`config.mk`:
```
export PLATFORM = sky130hd
export DESIGN_NAME = presc_wdt
export DESIGN_NICKNAME = d
export VERILOG_FILES = /design/src/rtl/presc_wdt_pkg.sv /design/src/rtl/presc_par.sv /design/src/rtl/presc_div.sv /design/src/rtl/presc_wdog.sv /design/src/rtl/presc_wdt.sv
export SDC_FILE = /design/constraint.sdc
export NUM_CORES = 1
export LEC_CHECK = 0
export CORE_MARGIN = 2
export CORE_UTILIZATION = 40
export CTS_BUF_LIST = sky130_fd_sc_hd__clkbuf_16
export CTS_CLUSTER_SIZE = 40
export DETAILED_ROUTE_END_ITERATION = 8
export HOLD_SLACK_MARGIN = 0.05
export PLACE_DENSITY = 0.62
export SLEW_MARGIN = 20
export SYNTH_ARGS = -nofsm -noshare
export SYNTH_HDL_FRONTEND = slang
export SYNTH_HIERARCHICAL = 1
export SYNTH_SLANG_ARGS = --single-unit
```
`constraint.sdc`:
```
create_clock -name clk_i -period 1.7 [get_ports clk_i]
set_input_delay 0.17 -clock clk_i [delete_from_list [all_inputs] [get_ports clk_i]]
set_output_delay 0.17 -clock clk_i [all_outputs]
set_load 0.1 [all_outputs]
```
`src/rtl/presc_wdt_pkg.sv`:
```
package presc_wdt_pkg;

    // Width of the write-only parameter register and the bit that picks the tap
    localparam int PAR_BITS    = 4;
    localparam int TAP_SEL_BIT = 3;

    typedef enum logic {
        TAP_FAST = 1'b0,
        TAP_SLOW = 1'b1
    } tap_sel_e;

    // Synchronous rising-edge strobes of the two candidate divider stages
    typedef struct packed {
        logic slow;
        logic fast;
    } tap_pair_t;

    function automatic logic pick_edge(tap_pair_t edges, tap_sel_e sel);
        return (sel == TAP_SLOW) ? edges.slow : edges.fast;
    endfunction

    // Clear has priority over set for the same bit
    function automatic tap_sel_e next_sel(tap_sel_e cur, logic set_b, logic clr_b);
        if (clr_b) return TAP_FAST;
        if (set_b) return TAP_SLOW;
        return cur;
    endfunction

endpackage

```
`src/rtl/presc_par.sv`:
```
module presc_par
    import presc_wdt_pkg::*;
(
    input  logic                clk_i,
    input  logic                rst_i,
    input  logic [PAR_BITS-1:0] set_i,
    input  logic [PAR_BITS-1:0] clr_i,
    output tap_sel_e            sel_o
);

    tap_sel_e sel_q;

    // Reserved positions are accepted but hold no state
    logic unused_rsvd;
    assign unused_rsvd = ^{set_i[TAP_SEL_BIT-1:0], clr_i[TAP_SEL_BIT-1:0]};

    always_ff @(posedge clk_i) begin
        if (rst_i) begin
            sel_q <= TAP_FAST;
        end else begin
            sel_q <= next_sel(sel_q, set_i[TAP_SEL_BIT], clr_i[TAP_SEL_BIT]);
        end
    end

    assign sel_o = sel_q;

endmodule

```
`src/rtl/presc_div.sv`:
```
module presc_div
    import presc_wdt_pkg::*;
#(
    parameter int STAGES   = 14,
    parameter int FAST_TAP = 10,
    parameter int SLOW_TAP = 14
) (
    input  logic      clk_i,
    input  logic      rst_i,
    input  logic      restart_i,
    output logic      flag_o,
    output tap_pair_t rise_o
);

    logic [STAGES-1:0] q;
    logic [STAGES:0]   carry;
    tap_pair_t         now_t;
    tap_pair_t         prev_q;
    logic              flag_q;

    assign carry[0] = 1'b1;

    // Toggle chain: a stage flips when every stage below it is one
    for (genvar i = 0; i < STAGES; i++) begin : g_stage
        logic stage_q;
        always_ff @(posedge clk_i) begin
            if (rst_i || restart_i) begin
                stage_q <= 1'b0;
            end else if (carry[i]) begin
                stage_q <= ~stage_q;
            end
        end
        assign q[i]         = stage_q;
        assign carry[i + 1] = carry[i] & stage_q;
    end

    assign now_t.fast = q[FAST_TAP - 1];
    assign now_t.slow = q[SLOW_TAP - 1];

    // History kept for both taps so a tap switch never fakes an edge
    always_ff @(posedge clk_i) begin
        if (rst_i) begin
            prev_q <= '0;
        end else begin
            prev_q <= now_t;
        end
    end

    assign rise_o.fast = now_t.fast & ~prev_q.fast;
    assign rise_o.slow = now_t.slow & ~prev_q.slow;

    always_ff @(posedge clk_i) begin
        if (rst_i || restart_i) begin
            flag_q <= 1'b0;
        end else if (carry[STAGES]) begin
            flag_q <= 1'b1;
        end
    end

    assign flag_o = flag_q;

endmodule

```
`src/rtl/presc_wdog.sv`:
```
module presc_wdog #(
    parameter int STAGES = 4
) (
    input  logic clk_i,
    input  logic rst_i,
    input  logic en_i,
    input  logic clr_i,
    input  logic tick_i,
    output logic ovf_o
);

    localparam logic [STAGES-1:0] TOP = {STAGES{1'b1}};

    logic [STAGES-1:0] cnt_q;
    logic              ovf_q;
    logic              wrap;

    assign wrap = tick_i && (cnt_q == TOP);

    always_ff @(posedge clk_i) begin
        if (rst_i || !en_i || clr_i) begin
            cnt_q <= '0;
            ovf_q <= 1'b0;
        end else begin
            cnt_q <= cnt_q + STAGES'(tick_i);   // wraps to zero on overflow
            ovf_q <= wrap;
        end
    end

    assign ovf_o = ovf_q;

endmodule

```
`src/rtl/presc_wdt.sv`:
```
module presc_wdt
    import presc_wdt_pkg::*;
#(
    parameter int DIV_STAGES = 14,
    parameter int FAST_TAP   = 10,
    parameter int SLOW_TAP   = 14,
    parameter int WDT_STAGES = 4
) (
    input  logic                clk_i,
    input  logic                rst_i,
    input  logic                div_clr_i,
    input  logic                evf_clr_i,
    input  logic                wdt_clr_i,
    input  logic [PAR_BITS-1:0] par_set_i,
    input  logic [PAR_BITS-1:0] par_clr_i,
    input  logic                wdt_en_i,
    input  logic                ie0_i,
    input  logic                he0_i,
    output logic                evf_o,
    output logic                irq_o,
    output logic                hold_rel_o,
    output logic                sys_rst_o
);

    tap_sel_e  tap_sel;
    tap_pair_t tap_rise;
    logic      restart;
    logic      flag;

    assign restart = div_clr_i | evf_clr_i;

    presc_par u_par (
        .clk_i (clk_i),
        .rst_i (rst_i),
        .set_i (par_set_i),
        .clr_i (par_clr_i),
        .sel_o (tap_sel)
    );

    presc_div #(
        .STAGES   (DIV_STAGES),
        .FAST_TAP (FAST_TAP),
        .SLOW_TAP (SLOW_TAP)
    ) u_div (
        .clk_i     (clk_i),
        .rst_i     (rst_i),
        .restart_i (restart),
        .flag_o    (flag),
        .rise_o    (tap_rise)
    );

    presc_wdog #(
        .STAGES (WDT_STAGES)
    ) u_wdog (
        .clk_i  (clk_i),
        .rst_i  (rst_i),
        .en_i   (wdt_en_i),
        .clr_i  (wdt_clr_i),
        .tick_i (pick_edge(tap_rise, tap_sel)),
        .ovf_o  (sys_rst_o)
    );

    assign evf_o      = flag;
    assign irq_o      = flag & ie0_i;
    assign hold_rel_o = flag & he0_i;

endmodule

```
* Yosys cells after proc, flatten, opt, wreduce, memory -nomap -nowiden
Index checks and enable logic that the tools add are counted.
** Word-level totals
- Register bits :: 23
- Output and inout bits :: 4
- Word-level logic and storage cells :: 72
- Bits of input ports :: 16
** Cells by class
- $add $sub $neg :: 1
- Reductions and logical operators :: 6
- Bitwise gates (word level) :: 34
- Equality and inequality tests :: 1
- Muxes and demuxes :: 10
** Operator list (number)
- 1-bit bitwise AND :: 17
- 1-bit inverter :: 16
- 1-bit 2-to-1 mux :: 10
- 4-bit by 1-bit adder with 4-bit output :: 1
- 4-bit == test, second input constant :: 1
- 1-bit logical OR :: 3
- 2-bit nonzero test :: 1
- 1-bit logical AND :: 1
- 1-bit logical NOT :: 1
- 1-bit OR :: 1

* Depth between registers and ports, before layout
- Depth after elaboration :: 13
- Depth in mapped cells :: 6
- Depth with buffers taken out :: 6

* Modules after synthesis
Netlist, hierarchy kept.
** Modules (own cells, without submodules)
- presc_div :: cells each 78, instances 1, area each 742.0 um^2, seq. area each 340.3 um^2
- presc_wdog :: cells each 18, instances 1, area each 216.5 um^2, seq. area each 100.1 um^2
- presc_par :: cells each 3, instances 1, area each 33.8 um^2, seq. area each 20.0 um^2
- presc_wdt :: cells each 4, instances 1, area each 33.8 um^2, seq. area each 0.0 um^2

* Worst setup path before layout
Ideal clock, no wire load.
- Path type :: flip-flop to output port
- Start point :: register u_div.flag_q, in the netlist u_div/flag_o
- End point :: output port hold_rel_o
- Cell stages (with the launch flop) :: 2
- Arrival time :: 1824 ps
- Path slack :: -294 ps
- Data required time :: 1530 ps
- Cells stage by stage :: dfxtp_1 > and2_1
** On the way
- Longest elaborated chain between the ends :: 1
** RTL lines
- start, declared :: line presc_div.sv:19 : logic flag_q;
- start signal, assigned :: line presc_div.sv:54 : flag_q <= 1'b0;
- start signal, assigned :: line presc_div.sv:56 : flag_q <= 1'b1;
- 1-bit bitwise AND :: line presc_wdt.sv:65 : assign hold_rel_o = flag & he0_i;
- end, declared :: line presc_wdt.sv:21 : output logic hold_rel_o,
Every way passes these cells.

==> metrics.txt <==
post-route minimum period=~1500 ps; synthesis warning total=6; Setup crit start=u_div/g_stage[13].stage_q; Setup Skew=1.05 ps; Hold Path Class=in -> reg; global-route wire length before repair=3.17 mm; Residual DRC=0; Critical Setup Path Class=reg -> reg; Synth Area per Inst=9.96 µm²; clock share of power=0.466; Setup crit start kind=flop; Initial DRC Count=14; diode count=0; nets=141; clock sinks=23; post-route cell area=0.00132 mm²; Buffers on Ports=13; TritonCTS clock tree=done; CP endpoint kind=flop; Die W=54.6 µm; Slew Limit Fails=0; Clock transition at path regs=around 60 ps; syn_nets=121; Gate power share=0.040; Initial DRT Pass Iterations=4; initial antenna violation count=0; WL/cell=~12 µm; final WL=1.82 mm; grt total ovfl=0; Num CTS Buffers=3; Internal=0.886 mW; Placement Setup Slack=between 60 and 70 ps; Worst Tran Pin Value=around 280 ps; Setup TNS=0 ps; share of the yosys chip area belonging to registers=0.449; Post-CTS Setup Repair Bufs=0; detailed placement HPWL=about 1.3 mm; RSZ-0062 raised after global routing=false; leak pwr=around 0.48 nW; PostCTS Resize Cnt=0; Placer Congestion=0.689; flops & latches, synth=23; Vias=770; Crit Reg-Reg Startpoint=u_div/g_stage[13].stage_q; worst-path maximum fanout=4; cell area power density=838 mW/mm²; area delta synth->final=28.2%; vias in the first global route=between 700 and 800; H-tree depth=1; Die ar.=0.00299 mm²; status=finished, final reports clean; via/cell ratio=5.07; Peak VDD IR=~0.00054 V; ys flop type=dfxtp_1; Post-synth EDFFs=0; Antenna Violating Nets Remaining=0; final worst-path cycle share=0.895; core area=0.00245 mm²; Final Hold Vio Count=0; clk buf depth=2; Initial Utilization=0.418; Tot GR Track Use=0.156; Switch Pwr=roughly 0.22 mW; final worst slack=179 ps; sw frac=0.196; cts hold-fix bufs=0; Placed Area=0.00123 mm²; Arrival @ worst endpoint=1680 ps; FP Rows=18; ratio of cells with drive above 1 in the final layout=0.221; Ports=20; Setup-failing EPs final=0; worst hold start=par_clr_i[3]; share of power burned in registers=0.494; Req. time, crit path=roughly 1900 ps; Clock Latency Late Sink=260 ps; Cell variety after synth=37; asr flop ratio synth=0; clock tree root driver cell=clkbuf_16; Post-Syn Instances=103; Max Fclk=approximately 660 MHz; synthesized area=a little over 0.001 mm²; relative slew slack=0.811; max_cap viols=0; Die Height=roughly 55 µm; pin count of the biggest net entering global routing=14
-- layer usage --
| metal | part of all wire | vias up | track usage | wire [µm] |
|---|---|---|---|---|
| li1 | - | 410 | - | - |
| met1 | 0.52 | 341 | 0.191 | 941 |
| met2 | 0.39 | 14 | 0.218 | 703 |
| met3 | 0.059 | 5 | 0.0519 | 108 |
| met4 | 0.036 | 0 | 0.125 | 65 |
| met5 | 0 | - | 0 | 0 |
-- worst max-delay path, stage by stage, from the launching register on --
cell	delay [ps]
dfxtp_1	320
nor2b_1	130
mux2_4	260
ha_1	220
ha_1	190
xor2_1	150
and2_1	150
-- worst paths after layout --
| check | endpoint | slack, ps | cells after the start |
|---|---|---|---|
| max reg2reg | u_wdog/cnt_q[2] | 180 | 6 |
| min reg2reg | u_wdog/ovf_o | 480 | 1 |
| min | u_par/sel_o | 470 | 2 |
| max | u_wdog/cnt_q[2] | 180 | 6 |
-- logic make-up (layout without fill, tap and decap cells) --
| kind of cell | Yosys count | in the layout | synth area share |
|---|---|---|---|
| flip-flops | 23 | 23 | 0.449 |
| AND/OR/NAND/NOR | 50 | 50 | 0.321 |
| adder cells (fa/ha/maj) | 2 | 2 | 0.0244 |
| buffers and inverters | 5 | 24 | 0.0220 |
| XOR/XNOR | 5 | 5 | 0.0427 |
| AO/OA/AOI/OAI | 13 | 13 | 0.0854 |
| multiplexers | 5 | 5 | 0.0561 |
-- state kept, by name, indices dropped and copies added, names as in the netlist --
name / count
u_div/g_stage.stage_q: 14
u_wdog/ovf_o: 1
u_div/flag_o: 1
u_wdog/cnt_q: 4
u_par/sel_o: 1
u_div/prev_q: 2
-- per-stage QoR --
| step | std cells | total power, mW | hold slack, ps | util |
|---|---|---|---|---|
| after global routing | 152 | 1.14 | 472 | 0.536 |
| after global placement | 148 | 0.601 | 463 | 0.503 |
| after detailed placement | 148 | 0.601 | 468 | 0.503 |
| final | 152 | 1.10 | 470 | 0.536 |
| after CTS | 152 | 1.12 | 466 | 0.536 |
| after floorplan | 103 | 0.570 | 239 | - |
-- layout make-up --
class                   count  area [µm²]
multi-input cells          75         546
flip-flops and latches     23         462
inverters                   2        7.51
repair buffers             18         183
fillers                   230        1140
clock buffers               3        75.1
well taps                  30        37.5
clock inverters             1        5.00
-- synthesized netlist by cell type, types with 2 or more instances --
master / n / area (µm²)
or2_2: 2 / 12.5
ha_1: 2 / 25.0
inv_1: 2 / 7.51
dfxtp_1: 23 / 460
o31ai_1: 2 / 15.0
and2_1: 6 / 37.5
clkbuf_1: 2 / 7.51
nand3_1: 4 / 20.0
xnor2_1: 2 / 17.5
or4_1: 2 / 15.0
or3_1: 5 / 31.3
mux2i_1: 2 / 20.0
nand4_1: 2 / 12.5
nor4_2: 3 / 37.5
o21ai_0: 2 / 10.0
a21oi_1: 4 / 20.0
nor2b_1: 4 / 25.0
nor2_1: 8 / 30.0
xor2_1: 3 / 26.3
nand2_1: 6 / 22.5
-- power by group through the flow --
stage	sequential (mW)	clock, mW	combinational (mW)
after floorplan	0.556	0	0.0143
after global placement	0.556	0	0.0445
after detailed placement	0.556	0	0.0445
after CTS	0.544	0.534	0.0449
after global routing	0.544	0.549	0.0489
final	0.544	0.514	0.0446
-- cell usage in the layout, fill, tap and decap left out, types with 2 or more instances in the layout --
master / instances
clkbuf_16: 3
nand3_1: 4
nor4_2: 3
and2_1: 4
ha_1: 2
dfxtp_1: 22
clkdlybuf4s50_1: 9
or4_1: 2
buf_4: 7
and2_2: 2
or3_1: 5
a21oi_1: 4
xor2_1: 3
xnor2_1: 2
o31ai_1: 2
inv_1: 2
nor2_1: 8
o21ai_0: 2
mux2i_1: 2
buf_12: 2
nor2b_1: 4
nand4_1: 2
or2_2: 2
nand2_1: 6
Note: power is estimated with default switching activity, not from simulation.
